`config.mk`:
```
export PLATFORM = sky130hd
export DESIGN_NAME = bcd7_blank_decoder
export DESIGN_NICKNAME = d
export VERILOG_FILES = /design/src/rtl/bcd7_pkg.sv /design/src/rtl/bcd7_glyph.sv /design/src/rtl/bcd7_mode_sel.sv /design/src/rtl/bcd7_drive.sv /design/src/rtl/bcd7_blank_decoder.sv
export SDC_FILE = /design/constraint.sdc
export NUM_CORES = 1
export LEC_CHECK = 0
export BUFFER_PORTS_ARGS = -buffer_cell sky130_fd_sc_hd__buf_4
export CAP_MARGIN = 40
export CORE_AREA = 2 2 39 41
export DETAILED_ROUTE_END_ITERATION = 6
export DIE_AREA = 0 0 41 43
export GPL_ROUTABILITY_DRIVEN = 0
export PLACE_DENSITY_LB_ADDON = 0.3
export SYNTH_ARGS = -nofsm -noshare
export SYNTH_HDL_FRONTEND = slang
export SYNTH_SLANG_ARGS = --single-unit
```
`constraint.sdc`:
```
create_clock -name vclk -period 1.65
set_input_delay 0.165 -clock vclk [all_inputs]
set_output_delay 0.165 -clock vclk [all_outputs]
set_load 0.005 [all_outputs]
```
`src/rtl/bcd7_pkg.sv`:
```
package bcd7_pkg;

    localparam int CODE_W = 4;
    localparam int SEG_W  = 7;
    localparam int MAX_DIGIT = 9;

    typedef enum logic [2:0] {
        MODE_SHOW,
        MODE_LAMP,
        MODE_FORCE_OFF,
        MODE_ZERO_OFF,
        MODE_BAD_CODE
    } disp_mode_e;

    // Active-high glyph, bit 0 = segment a ... bit 6 = segment g
    function automatic logic [SEG_W-1:0] glyph_of(input logic [CODE_W-1:0] code);
        logic [SEG_W-1:0] g;
        unique case (code)
            4'd0:    g = 7'b0111111;
            4'd1:    g = 7'b0000110;
            4'd2:    g = 7'b1011011;
            4'd3:    g = 7'b1001111;
            4'd4:    g = 7'b1100110;
            4'd5:    g = 7'b1101101;
            4'd6:    g = 7'b1111101;
            4'd7:    g = 7'b0000111;
            4'd8:    g = 7'b1111111;
            4'd9:    g = 7'b1101111;
            default: g = '0;
        endcase
        return g;
    endfunction

endpackage

```
`src/rtl/bcd7_glyph.sv`:
```
module bcd7_glyph
    import bcd7_pkg::*;
(
    input  logic [CODE_W-1:0] code_i,
    output logic [SEG_W-1:0]  lit_o,
    output logic              valid_o,
    output logic              zero_o
);

    always_comb begin
        valid_o = (code_i <= CODE_W'(MAX_DIGIT));
        zero_o  = (code_i == '0);
        lit_o   = glyph_of(code_i);
    end

    // codes beyond nine produce no lit segment pattern
    always_comb begin
        if (!valid_o) begin
            p_bad_code_dark_r2: assert (lit_o == '0)
                else $error("glyph lit for out-of-range code");
        end
    end

endmodule

```
`src/rtl/bcd7_mode_sel.sv`:
```
module bcd7_mode_sel
    import bcd7_pkg::*;
(
    input  logic       force_off_n_i,
    input  logic       lamp_n_i,
    input  logic       ripple_in_n_i,
    input  logic       code_valid_i,
    input  logic       code_zero_i,
    output disp_mode_e mode_o
);

    always_comb begin
        if (!force_off_n_i)
            mode_o = MODE_FORCE_OFF;
        else if (!lamp_n_i)
            mode_o = MODE_LAMP;
        else if (!code_valid_i)
            mode_o = MODE_BAD_CODE;
        else if (!ripple_in_n_i && code_zero_i)
            mode_o = MODE_ZERO_OFF;
        else
            mode_o = MODE_SHOW;
    end

    // forced blank wins over every other control
    always_comb begin
        if (!force_off_n_i) begin
            p_force_wins_r4: assert (mode_o == MODE_FORCE_OFF)
                else $error("forced blank not selected");
        end
    end

    // lamp test outranks ripple blanking
    always_comb begin
        if (force_off_n_i && !lamp_n_i) begin
            p_lamp_over_ripple_r7: assert (mode_o == MODE_LAMP)
                else $error("lamp test not selected");
        end
    end

endmodule

```
`src/rtl/bcd7_drive.sv`:
```
module bcd7_drive
    import bcd7_pkg::*;
(
    input  disp_mode_e       mode_i,
    input  logic [SEG_W-1:0] lit_i,
    output logic [SEG_W-1:0] seg_n_o,
    output logic             ripple_out_n_o
);

    always_comb begin
        ripple_out_n_o = 1'b1;
        unique case (mode_i)
            MODE_SHOW:      seg_n_o = ~lit_i;
            MODE_LAMP:      seg_n_o = '0;
            MODE_FORCE_OFF: seg_n_o = '1;
            MODE_ZERO_OFF: begin
                seg_n_o        = '1;
                ripple_out_n_o = 1'b0;
            end
            MODE_BAD_CODE:  seg_n_o = '1;
            default:        seg_n_o = '1;
        endcase
    end

    // a low ripple output always comes with a dark digit
    always_comb begin
        if (!ripple_out_n_o) begin
            p_ripple_dark_r5: assert (seg_n_o == '1)
                else $error("ripple output low with lit segments");
        end
    end

endmodule

```
`src/rtl/bcd7_blank_decoder.sv`:
```
module bcd7_blank_decoder
    import bcd7_pkg::*;
(
    input  logic [3:0] digit_i,
    input  logic       lamp_test_n_i,
    input  logic       blank_n_i,
    input  logic       ripple_in_n_i,
    output logic [6:0] seg_n_o,
    output logic       ripple_out_n_o
);

    logic [SEG_W-1:0] lit;
    logic             code_valid;
    logic             code_zero;
    disp_mode_e       mode;

    bcd7_glyph u_glyph (
        .code_i  (digit_i),
        .lit_o   (lit),
        .valid_o (code_valid),
        .zero_o  (code_zero)
    );

    bcd7_mode_sel u_mode (
        .force_off_n_i (blank_n_i),
        .lamp_n_i      (lamp_test_n_i),
        .ripple_in_n_i (ripple_in_n_i),
        .code_valid_i  (code_valid),
        .code_zero_i   (code_zero),
        .mode_o        (mode)
    );

    bcd7_drive u_drive (
        .mode_i         (mode),
        .lit_i          (lit),
        .seg_n_o        (seg_n_o),
        .ripple_out_n_o (ripple_out_n_o)
    );

    // the ripple output only falls for a hidden zero
    always_comb begin
        if (!ripple_out_n_o) begin
            p_ripple_cause_r5: assert (digit_i == 4'd0 && !ripple_in_n_i
                                       && blank_n_i && lamp_test_n_i)
                else $error("ripple output low without a hidden zero");
        end
    end

    // lamp test with blank released lights every segment
    always_comb begin
        if (blank_n_i && !lamp_test_n_i) begin
            p_lamp_all_lit_r3: assert (seg_n_o == '0 && ripple_out_n_o)
                else $error("lamp test left a segment dark");
        end
    end

endmodule

```
======== After elaboration in Yosys (flattened, before gate mapping) ========
Memories as Yosys holds them, arrays and structs flattened.
Cells that the tools add are included.
word-level totals
  output and inout bits ................... 8
  register bits ........................... 0
  bits in latches ......................... 0
  bits of input ports ..................... 7
  memory bits (read-only) ................. 112
  word-level logic and storage cells ...... 15
  RAM bits ................................ 0
  memories kept ........................... 1
memories
  memory            depth  width  rd ports  clocked after Yosys merged registers in  wr ports  line            text
  (name not given)  16     7      1         0                                        0         bcd7_pkg.sv:18  unique case (code)
cells by class
  reductions and logical operators ........ 4
  mux-type cells .......................... 6
  bitwise gates (word level) .............. 1
  $mul .................................... 0
  equality and inequality tests ........... 2
  shift operators ......................... 0
  divide/modulo/power cells ............... 0
  magnitude comparators ................... 1
  $add $sub $neg .......................... 0
operators by type and width
  kind                                                             count
  7-bit one-hot mux with 2 select lines                            1
  3-bit 2-to-1 mux                                                 3
  7-bit inverter                                                   1
  4-bit <= comparator, second input constant                       1
  4-bit logical NOT                                                1
  3-bit by 1-bit == test with 1-bit output, second input constant  1
  3-bit by 2-bit == test with 1-bit output, second input constant  1
  3-bit logical NOT                                                1
  2-bit 2-to-1 mux                                                 1
  1-bit logical AND                                                1
  1-bit logical NOT                                                1
  1-bit 2-to-1 mux                                                 1

======== Logic depth before layout (Yosys ltp) ========
  word-level depth ........................ 8
  gate-level depth with buffers ........... 6
  gate-level depth less buffers ........... 6

======== By module ========
Synthesis repeated with hierarchy kept, for this count alone.
second synthesis, totals
  cell total of the unflattened synthesis .. 47
  area, all modules ....................... 319.1 sq um
by module, submodules not included
  module         cells each  area each (sq um)  instances  seq. area each (sq um)
  bcd7_glyph     32          234.0              1          0.0
  bcd7_drive     9           53.8               1          0.0
  bcd7_mode_sel  6           31.3               1          0.0

======== Worst setup path after synthesis ========
Ideal clock, no wire load.
  path type ............................... input port to output port
  from .................................... in digit_i[0]
  to ...................................... out seg_n_o[4]
  data required time ...................... 1,485 ps
  arrival time ............................ 1,145 ps
  slack ................................... 340 ps
  stages .................................. 6
  path buffers ............................ 0
  cell sequence ........................... inv_1 -> ha_1 -> nor4b_4 -> a211oi_4 -> o221ai_1 -> nand2_1
on the way
  word-level cells in the longest chain between the ends .. 8
ends and longest elaborated chain
  element                                                                      line                     text
  from (decl)                                                                  bcd7_blank_decoder.sv:4  input logic [3:0] digit_i,
  parallel branches: the longest is 7 deep, another holds 4-bit <= comparator  n/a
  7-bit one-hot mux with 2 select lines (*)                                    bcd7_drive.sv:12         unique case (mode_i)
  to (decl)                                                                    bcd7_blank_decoder.sv:8  output logic [6:0] seg_n_o,
Mark *: on every way between the ends.

======== Worst setup path in the final report ========
  from .................................... in digit_i[1]
  to ...................................... out seg_n_o[0]
The elaborated chain is that of the path after synthesis.

==> metrics.txt <==
max-slew violation count=0; largest net degree at the start of global routing=13; final critical-path required period=1.62 ns; NumNets Final=79; met3 Use GR=0%; Max IR drop VDD=0.0812 mV; CP dominant cell by count=buf_4; total gr overflow=0; crit share post-route=98.4%; fmax=616 MHz; seq_cells=0; slowest CP cell=nor4b_4; max-cap violations=0; CP arrival=1.46 ns; register area=0 um^2; RSZ-0062 raised after global routing=yes; Critical Path Start Type=input pin; synthesis-to-finish area growth=60.4%; Tot Pwr=137 uW; Worst path depth=9; GR Util met2=12.2%; GR Util met1=11.4%; Buf/Inv on CP=4; Ys Warns=0; DIE AREA=0.00176 mm^2; DP Wirelength=594 um; routed vias=365; grt peak-use layer=met2; Core ar.=0.00138 mm^2; Worst-Margin Slew=0.286 ns; commonest non-fill, non-tap cell in the layout=buf_4; WHS=0.604 ns; first-pass GRT wire length=1010 um; crit path kind=in2out; First DRT Iteration DRCs=1; Setup crit start=digit_i[1]; # port buffers=15; area of the mapped netlist=348 um^2; initial antenna violation count=0; critical path cell sequence=buf_6, clkinvlp_4, ha_4, nor4b_4, a211oi_4, buf_4, or2_4, o21ai_2, buf_4; number of routed nets with antenna violations=0; Synth Net Count=57; peak fanout along the critical path=4; Setup violations, final=0; share of layout cells above drive strength 1=59.4%; FP Rows=14; clock buffers=0; crit path to=seg_n_o[0]; Max stage delay on crit path=0.26 ns; Hold Vio Cnt, Final=0; Critical Path End Type=output pin; data required time of the critical path=1.48 ns; status=complete, no violations; GR Util All Layers=7.50%; Die H=43 um; cell area power density=245 mW/mm^2; Slew headroom=80.8%; sequential share of the synthesized area=0%; min-delay worst type=in2out; commonest non-fill, non-tap cells in the layout=buf_4, nand2_1, inv_1; Worst Hold Depth=3; vias in the first global route=240; IO Count=15; initial core utilization=25.1%; gate count after technology mapping=44; die width=41 um; Antenna Cells=0; drt first pass iters=4; Via density=4.56; Avg Cell Area, Syn=7.91 um^2; cts hold-fix bufs=0; DRC viols=0; Layout fillers=133; kind of cell adding the most delay to the critical path=simple AND/OR/NAND/NOR gates; final wirelength=806 um; Leak Pwr=0.000237 uW; number of distinct library cells after synthesis=21; post-DR wirelength/cell=10.1 um
==> power by group <==
| part | internal, uW | switching (uW) | leakage (uW) |
|---|---|---|---|
| Clock | 0 | 0 | 0 |
| Combinational | 73.2 | 63.4 | 0.000237 |
| Sequential | 0 | 0 | 0 |
| Total | 73.2 | 63.4 | 0.000237 |
==> what timing repair did <==
| action | in CTS | in global routing |
|---|---|---|
| gates resized for setup | 0 | 10 |
| setup buffers | 0 | 3 |
| endpoints found under the setup margin | 0 | 5 |
| hold endpoints to repair | 0 | 0 |
==> per-layer routing <==
metal  routed length (um)  vias to the layer above
met5                    0                        -
met2                  425                        9
li1                     -                      194
met1                  346                      162
met4                    0                        0
met3                   34                        0
==> cells by family after synthesis <==
family,after synthesis,share of synthesized area (%)
AO/OA/AOI/OAI,14,33.8
AND/OR/NAND/NOR,14,26.3
XOR/XNOR,1,2.52
buffers and inverters,8,12.9
multiplexers,1,2.88
adder cells (fa/ha/maj),6,21.6
==> through the flow <==
step                instance area (um^2)  util, %  setup TNS (ns)  std cells  setup slack, ns
floorplan                            348        -               0         44            0.340
finish                               558     40.3               0         80           0.0257
global placement                     488     35.3               0         77           0.0159
global route                         558     40.3          -0.147         80          -0.0440
detailed placement                   488     35.3               0         77           0.0203
CTS                                  488     35.3               0         77           0.0214
==> cell usage after synthesis (all sizes together) <==
cell type | count | area [um^2]
o221ai | 2 | 17.5
and2b | 1 | 8.76
o21ai | 5 | 32.5
ha | 6 | 75.1
inv | 6 | 22.5
nor4b | 1 | 23.8
xnor2 | 1 | 8.76
nand3 | 1 | 5.00
or2b | 1 | 8.76
o21bai | 1 | 18.8
nor2 | 3 | 11.3
a21oi | 2 | 10.0
a31oi | 2 | 12.5
or2 | 1 | 8.76
a211oi | 1 | 20.0
nand2 | 6 | 25.0
buf | 2 | 22.5
o22ai | 1 | 6.26
mux2i | 1 | 10.0
==> worst min-delay path by stage <==
stage / startpoint / to / slack [ns]
floorplan: lamp_test_n_i / ripple_out_n_o / 0.39
global placement: lamp_test_n_i / ripple_out_n_o / 0.60
detailed placement: lamp_test_n_i / ripple_out_n_o / 0.61
CTS: lamp_test_n_i / ripple_out_n_o / 0.61
global route: lamp_test_n_i / ripple_out_n_o / 0.62
finish: lamp_test_n_i / ripple_out_n_o / 0.60
==> final cells by class <==
cell class	count	area, um^2	share of cell area, %
tap	16	20.0	3.59
multi-input combinational	36	343	61.4
timing repair buffer	22	169	30.3
inverter	6	26.3	4.71
Note: power is estimated with default switching activity, not from simulation.
